$ cat config.mk
export PLATFORM = sky130hd
export DESIGN_NAME = slot_node_engine
export DESIGN_NICKNAME = d
export VERILOG_FILES = /design/src/rtl/node_pkg.sv /design/src/rtl/slot_tracker.sv /design/src/rtl/slot_match.sv /design/src/rtl/out_filter.sv /design/src/rtl/slot_node_engine.sv
export SDC_FILE = /design/constraint.sdc
export NUM_CORES = 1
export LEC_CHECK = 0
export CAP_MARGIN = 0
export CORE_MARGIN = 2
export CORE_UTILIZATION = 43
export CTS_BUF_LIST = sky130_fd_sc_hd__clkbuf_4 sky130_fd_sc_hd__clkbuf_8
export DETAILED_ROUTE_END_ITERATION = 8
export PLACE_DENSITY = 0.79
export SYNTH_ARGS = -nofsm -noshare
export SYNTH_HDL_FRONTEND = slang
export SYNTH_SLANG_ARGS = --single-unit
$ cat constraint.sdc
create_clock -name clk -period 1.54 [get_ports clk]
set_input_delay 0.308 -clock clk [delete_from_list [all_inputs] [get_ports clk]]
set_output_delay 0.308 -clock clk [all_outputs]
set_load 0.005 [all_outputs]
$ cat src/rtl/node_pkg.sv
package node_pkg;
    typedef enum logic [1:0] {
        ST_HUNT = 2'd0,
        ST_GAP  = 2'd1,
        ST_LOW  = 2'd2
    } node_state_e;
endpackage

$ cat src/rtl/slot_tracker.sv
module slot_tracker #(
    parameter int NUM_SLOTS = 128,
    parameter int CW        = $clog2(NUM_SLOTS) + 1
) (
    input  logic          clk,
    input  logic          rst_n,
    input  logic          tick,
    input  logic          line_lvl,
    input  logic          sync_det,
    input  logic          armed,
    output logic          fall,
    output logic [CW-1:0] slot_cnt,
    output logic          in_range
);
    logic prev_lvl;

    assign fall     = tick && prev_lvl && !line_lvl;
    assign in_range = (slot_cnt < CW'(NUM_SLOTS));

    always_ff @(posedge clk or negedge rst_n) begin
        if (!rst_n) begin
            prev_lvl <= 1'b1;
            slot_cnt <= '0;
        end else begin
            if (tick)
                prev_lvl <= line_lvl;
            if (sync_det)
                slot_cnt <= '0;
            else if (fall && armed && in_range)
                slot_cnt <= slot_cnt + CW'(1);
        end
    end
endmodule

$ cat src/rtl/slot_match.sv
module slot_match #(
    parameter int NCH = 8,
    parameter int AW  = 7
) (
    input  logic [NCH*AW-1:0] cfg_addr,
    input  logic [NCH-1:0]    cfg_valid,
    input  logic [NCH-1:0]    cfg_dir,
    input  logic [NCH-1:0]    pin_in,
    input  logic [AW-1:0]     slot_idx,
    input  logic              in_range,
    output logic              tx_req,
    output logic [NCH-1:0]    rx_hit
);
    logic [NCH-1:0] tx_hit;

    for (genvar i = 0; i < NCH; i++) begin : g_ch
        logic hit;
        assign hit       = in_range && cfg_valid[i] && (cfg_addr[i*AW +: AW] == slot_idx);
        assign tx_hit[i] = hit && cfg_dir[i] && pin_in[i];
        assign rx_hit[i] = hit && !cfg_dir[i];
    end

    assign tx_req = |tx_hit;
endmodule

$ cat src/rtl/out_filter.sv
module out_filter #(
    parameter int NCH = 8
) (
    input  logic           clk,
    input  logic           rst_n,
    input  logic [NCH-1:0] upd,
    input  logic           bit_val,
    output logic [NCH-1:0] out_state
);
    for (genvar i = 0; i < NCH; i++) begin : g_flt
        logic pend;
        always_ff @(posedge clk or negedge rst_n) begin
            if (!rst_n) begin
                out_state[i] <= 1'b0;
                pend         <= 1'b0;
            end else if (upd[i]) begin
                if (bit_val == out_state[i]) begin
                    pend <= 1'b0;
                end else if (pend) begin
                    out_state[i] <= bit_val;
                    pend         <= 1'b0;
                end else begin
                    pend <= 1'b1;
                end
            end
        end
    end
endmodule

$ cat src/rtl/slot_node_engine.sv
module slot_node_engine
    import node_pkg::*;
#(
    parameter int NCH        = 8,
    parameter int NUM_SLOTS  = 128,
    parameter int SLOT_TICKS = 32,
    parameter int LOW_THRESH = 12,
    parameter int AW         = $clog2(NUM_SLOTS)
) (
    input  logic              clk,
    input  logic              rst_n,
    input  logic              tick,
    input  logic              line_lvl,
    input  logic              sync_det,
    input  logic [NCH*AW-1:0] cfg_addr,
    input  logic [NCH-1:0]    cfg_valid,
    input  logic [NCH-1:0]    cfg_dir,
    input  logic [NCH-1:0]    pin_in,
    output logic              pull_dn,
    output logic [NCH-1:0]    out_state
);
    localparam int CNT_W = AW + 1;
    localparam int LW    = $clog2(SLOT_TICKS + 1);

    node_state_e    state_q, state_d;
    logic [LW-1:0]  low_cnt;
    logic           tx_q;
    logic [NCH-1:0] rx_q;

    logic             fall, in_range, tx_req, dec, timeout;
    logic [CNT_W-1:0] slot_cnt;
    logic [NCH-1:0]   rx_hit;

    slot_tracker #(.NUM_SLOTS(NUM_SLOTS), .CW(CNT_W)) u_trk (
        .clk(clk), .rst_n(rst_n), .tick(tick), .line_lvl(line_lvl),
        .sync_det(sync_det), .armed(state_q == ST_GAP),
        .fall(fall), .slot_cnt(slot_cnt), .in_range(in_range)
    );

    slot_match #(.NCH(NCH), .AW(AW)) u_match (
        .cfg_addr(cfg_addr), .cfg_valid(cfg_valid), .cfg_dir(cfg_dir),
        .pin_in(pin_in), .slot_idx(slot_cnt[AW-1:0]), .in_range(in_range),
        .tx_req(tx_req), .rx_hit(rx_hit)
    );

    assign dec     = (state_q == ST_LOW) && tick && line_lvl && !sync_det;
    assign timeout = (state_q == ST_LOW) && tick && !line_lvl &&
                     (low_cnt == LW'(SLOT_TICKS - 1));

    out_filter #(.NCH(NCH)) u_flt (
        .clk(clk), .rst_n(rst_n),
        .upd(dec ? rx_q : '0),
        .bit_val(low_cnt >= LW'(LOW_THRESH)),
        .out_state(out_state)
    );

    // next-state logic
    always_comb begin
        state_d = state_q;
        unique case (state_q)
            ST_HUNT: if (sync_det) state_d = ST_GAP;
            ST_GAP:  if (!sync_det && fall) state_d = ST_LOW;
            ST_LOW:  if (sync_det || dec || timeout) state_d = ST_GAP;
            default: state_d = ST_HUNT;
        endcase
    end

    // state register
    always_ff @(posedge clk or negedge rst_n) begin
        if (!rst_n) state_q <= ST_HUNT;
        else        state_q <= state_d;
    end

    // slot data registers
    always_ff @(posedge clk or negedge rst_n) begin
        if (!rst_n) begin
            low_cnt <= '0;
            tx_q    <= 1'b0;
            rx_q    <= '0;
        end else if (state_q == ST_GAP && state_d == ST_LOW) begin
            low_cnt <= LW'(1);
            tx_q    <= tx_req;
            rx_q    <= rx_hit;
        end else if (state_q == ST_LOW && tick && !line_lvl) begin
            low_cnt <= low_cnt + LW'(1);
        end
    end

    // outputs
    always_comb begin
        pull_dn = (state_q == ST_LOW) && tx_q;
    end
endmodule

# == Word-level counts from Yosys, hierarchy flattened ==
# Cells that the tools add are included.
# word_totals
regBits,42
word_cells,155
output_inout_bits,9
input_bits,85
# classes
bitwise,8
n_addsub,2
n_mux,25
order_cmp,2
n_reduce_logical,76
eq_ne,20
# op_table
cell,n
== test 7 bit,8
logical AND 1 bit,52
2-to-1 mux 8 bit,3
AND reduction 3 bit,8
2-to-1 mux 1 bit,16
2-to-1 mux 6 bit,2
logical NOT 1 bit,10
adder 8 x 1 -> 8 bit (second input constant),1
== test 1 bit,8
less-than comparator 8 bit (second input constant),1
NOT 1 bit,8
OR reduction 8 bit,1
adder 6 x 1 -> 6 bit (second input constant),1
== test 6 x 5 -> 1 bit (second input constant),1
greater-or-equal comparator 6 x 4 -> 1 bit (second input constant),1
2-to-1 mux 2 bit,3
one-hot mux 2 bit (3 select lines),1
== test 2 bit (second input constant),2
nonzero test 2 bit,2
== test 2 x 1 -> 1 bit (second input constant),1
logical NOT 2 bit,1
logical OR 1 bit,2

# == Logic depth before layout (Yosys ltp) ==
# depth
ltp_word,11
depth_mapped,6
ltp_nobuf,5

# == By module ==
# From an unflattened synthesis, not the netlist that was laid out.
# hier_totals
hier_cells,324
hier_area_um2,2966.6
# modules_own_cells
module,area_each_um2,cells_each,seq_area_each_um2,instances
slot_node_engine,863.3,97,425.4,1
slot_match,837.1,111,0.0,1
out_filter,762.0,66,400.4,1
slot_tracker,504.2,50,226.5,1

# == Worst setup path before layout ==
# OpenSTA, ideal clock, no wires.
# synth_timing
kind,register to register
startpoint,register u_trk.prev_lvl
endpoint,register rx_q[0]
setup_time_ns,0.125
path_buffers,2
period_less_slack_ns,1.558
stages_incl_launch_ff,7
path_slack_ns,-0.018
t_required_ns,1.415
arrival_time_ns,1.434
path_cell_list,dfstp_2 nand3b_4 or3_1 buf_4 buf_2 nand2_1 o41ai_2
# synth_between
elab_chain_len,7
# synth_lines
element,line,rtl
from (decl),slot_tracker.sv:15,logic prev_lvl;
from (signal assigned),slot_tracker.sv:26,prev_lvl <= line_lvl;
logical AND 1 bit (2 in series),slot_tracker.sv:17,assign fall = tick && prev_lvl && !line_lvl;
logical AND 1 bit,slot_node_engine.sv:62,ST_GAP: if (!sync_det && fall) state_d = ST_LOW;
2-to-1 mux 2 bit,slot_node_engine.sv:62,
one-hot mux 2 bit (3 select lines),slot_node_engine.sv:60,unique case (state_q)
== test 2 bit,slot_node_engine.sv:80,end else if (state_q == ST_GAP && state_d == ST_LOW) begin
logical AND 1 bit,slot_node_engine.sv:80,
to (signal assigned),slot_node_engine.sv:83,rx_q <= rx_hit;
to (decl),slot_node_engine.sv:28,logic [NCH-1:0] rx_q;
# No other way between the ends.
# A chain may end at the register's enable or synchronous reset.

# == Worst setup path after layout ==
# layout_timing
startpoint,register state_q[1]
endpoint,register rx_q[3]
# layout_between
elab_chain_len,10
elab_cells_between_ends,16
cone_classes,eq/ne (3); mux (4); reduce/logical (9)
# layout_lines
element,line,rtl
from (decl),slot_node_engine.sv:25,"node_state_e state_q, state_d;"
from (signal assigned),slot_node_engine.sv:71,else state_q <= state_d;
== test 2 bit,"slot_node_engine.sv:46, slot_node_engine.sv:47, slot_node_engine.sv:60",
logical AND 1 bit,"slot_node_engine.sv:46, slot_node_engine.sv:47",
logical AND 1 bit (2 in series),slot_node_engine.sv:46,assign dec = (state_q == ST_LOW) && tick && line_lvl && !sync_det;
logical OR 1 bit (2 in series),slot_node_engine.sv:63,ST_LOW: if (sync_det || dec || timeout) state_d = ST_GAP;
2-to-1 mux 2 bit,slot_node_engine.sv:63,
one-hot mux 2 bit (3 select lines),slot_node_engine.sv:60,
== test 2 bit,slot_node_engine.sv:80,
logical AND 1 bit *,slot_node_engine.sv:80,
# Every way passes the cells marked *; elsewhere a longest branch is shown, timed or not.

==> summary.md <==
| Metric | Value |
|---|---|
| Vias per cell | `5.66` |
| Die W | `84.7 um` |
| Crit-path max FO | `8` |
| Unrepaired setup endpoints after global routing | `yes` |
| Antenna violations before repair | `0` |
| R2R setup slack | `-170 ps` |
| Sequential element share of the synthesized area | `37.6%` |
| Area leader, netlist | `dfrtp_1` |
| Share of layout cells above drive strength 1 | `37.9%` |
| Global Route Usage Sum | `25.9%` |
| Seq pwr share | `42.6%` |
| Max IR drop VDD | `0.000509 V` |
| Final min period | `1710 ps` |
| RD Place Congestion | `0.900` |
| Crit start category | `flip-flop` |
| DIE AREA | `0.00717 mm2` |
| Worst hold path type | `primary input to async pin` |
| FP Rows | `29` |
| Via count | `3016` |
| Synth Warn # | `0` |
| Post-route cell area | `0.00517 mm2` |
| Synth Instances | `285` |
| Largest net degree at the start of global routing | `28` |
| Max_cap viols | `0` |
| CTS Buffer Depth | `2` |
| Vias in the first global route | `2899` |
| P&R area growth vs syn | `84.8%` |
| Reg clk slew, reported paths | `90 ps` |
| Share of the synthesized area in the top cell type | `36.7%` |
| Worst skew pair latency | `300 ps` |
| Top post-synthesis cells by area | `dfrtp_1, xnor2_1, xor2_1` |
| Placed Area | `0.00422 mm2` |
| Pwr Density | `532 mW/mm2` |
| WP data arrival | `1880 ps` |
| Int Pwr | `2060 uW` |
| CP Capture Type | `flip-flop` |
| Avg Cell Area, Syn | `9.82 um2` |
| First-pass GRT wire length | `14.6 mm` |
| Leak Pwr | `0.00235 uW` |
| DRC Markers | `0` |
| Switching share of power | `25.2%` |
| Num Clock Sinks | `42` |
| Pin slew with the least headroom to its limit | `409 ps` |
| Comb pwr share | `24.1%` |
| Ports | `94` |
| Failing checks | `setup timing` |
| Core ar. | `0.00631 mm2` |
| CTS tree | `yes` |
| Worst R2R End | `rx_q[3]` |
| Number of cells on the worst reg-to-reg path | `7` |
| Max Clock Skew | `16.4 ps` |
| Fin. max-slew vios | `0` |
| Final Util | `81.9%` |
| Worst slack, placed | `-475 ps` |
| HPWL Detailed | `6.37 mm` |
| Routed len/inst | `20.3 um` |
| Hold slack | `468 ps` |
| Mapped Area | `0.00280 mm2` |
| Final setup fails | `27` |
| NetSw | `694 uW` |
| Worst R2R Start | `state_q[1]` |
| Period utilization | `111%` |
| Flops & latches, synth | `42` |
| Drt initial violations | `257` |
| H-Tree Level Count | `2` |
| TritonCTS buffer count | `5` |
| WL final | `10.8 mm` |
| Netlist cell types | `35` |
| Crit path required time | `1720 ps` |
| Worst relative slew slack | `72.7%` |
| Worst setup margin | `-165 ps` |
| Total congestion overflow | `0` |
| Final Hold Vio Count | `0` |
| Root Driver | `clkbuf_8` |
| Starting Density | `44.3%` |
| Nets | `543` |
| Antenna viol nets, final | `0` |
| Die Height | `84.7 um` |
| First-pass detailed-route iteration total | `4` |
| Clk pwr share | `33.2%` |
| Post-Syn Nets | `373` |
| I/O Buffers | `93` |
| Top achievable clock speed | `586 MHz` |
| Crit path kind | `flip-flop to flip-flop` |
| Ant. Diodes | `0` |
| Status | `finished with violations` |
==> state kept, by name, indices dropped and copies added, names as in the netlist <==
signal            count
rx_q                  8
tx_q                  1
state_q               2
u_trk.slot_cnt        8
u_flt.out_state       8
low_cnt               6
u_flt.g_flt.pend      8
u_trk.prev_lvl        1
==> cells in the mapped netlist, drive strengths merged <==
master	count
xnor2	58
dfrtp	41
nand2	28
nand4	18
nor2	17
xor2	17
nor3	16
buf	12
a31oi	11
a41oi	9
a21o	8
nor2b	8
o41ai	8
o21ai	4
ha	3
inv	3
nand2b	3
nand3	3
a21oi	2
clkbuf	2
nor4	2
or3	2
a211oi	1
and2	1
and3	1
and4	1
and4bb	1
dfstp	1
mux2i	1
nand3b	1
nand4b	1
o31a	1
==> worst max-delay path, cell delays in order (launching register included) <==
cell      delay [ps]
dfrtp_1          410
buf_6            140
nand2b_4         130
or3_4            410
buf_12           170
buf_8            130
nand2_1          100
o41ai_2           80
==> routing by layer <==
metal	wire length, um	track usage, %
met1	4220	32.1
met3	587	3.83
met5	0	0
met2	5780	46.0
met4	261	8.80
==> power by group through the flow <==
stage               registers, uW  clock network [uW]  logic, uW
detailed placement           1190                   0        532
CTS                          1160                 899        588
finish                       1170                 916        665
floorplan                    1180                   0        186
global placement             1190                   0        517
global route                 1170                 957        704
==> cell type report <==
class	count	area, um2
timing repair buffer	177	1740
clock inverter	1	30.0
multi-input combinational	226	2150
clock buffer	7	83.8
sequential	42	1060
tap	77	96.3
inverter	3	11.3
fill	335	1140
==> cell usage in the layout (no fill, tap or decap), drive strengths merged, types with 11 or more instances in the layout <==
| master | synthesis | layout |
|---|---|---|
| nand2 | 28 | 28 |
| clkdlybuf4s50 | 0 | 86 |
| nor3 | 16 | 16 |
| xnor2 | 58 | 58 |
| xor2 | 17 | 17 |
| nor2 | 17 | 17 |
| dfrtp | 41 | 41 |
| nand4 | 18 | 18 |
| a31oi | 11 | 11 |
| buf | 12 | 84 |
==> through the flow <==
step / setup TNS [ps] / total power [uW] / cells
final: -1370 / 2750 / 533
after global routing: -3160 / 2840 / 533
after CTS: -696 / 2650 / 522
after detailed placement: -13290 / 1720 / 496
after global placement: -10490 / 1700 / 496
after floorplan: 0 / 1360 / 285
==> kinds of logic (layout without fill, tap and decap cells) <==
logic type                 count (synthesis)  count (layout)  share of synthesized area (%)
and+or+nand+nor                          103             103                           19.6
adders and majority gates                  3               3                           1.34
muxes                                      1               1                          0.358
DFF                                       42              42                           37.6
xor gates and xnor gates                  75              75                           23.5
AOI/OAI and AO/OA                         44              44                           14.2
buffers and inverters                     17             188                           3.44
==> timing repair <==
action / CTS / global route
hold buffers: 1 / 0
endpoints found under the setup margin: 27 / 39
gates resized for setup: 47 / 70
endpoints found under the hold margin: 15 / 0
buffers inserted: 14 / 14
gates cloned: 3 / 1
pin swaps: 20 / 52
==> how the worst max path moves through the flow <==
stage	depth (start not counted)	slack, ps	end	startpoint
CTS	4	-70	rx_q[0]	u_trk.prev_lvl
global placement	5	-390	rx_q[4]	tick
detailed placement	5	-470	rx_q[0]	tick
floorplan	6	3	rx_q[0]	u_trk.prev_lvl
global route	6	-170	tx_q	u_trk.slot_cnt[1]
finish	7	-170	rx_q[3]	state_q[1]
(Power assumes the default switching activity.)
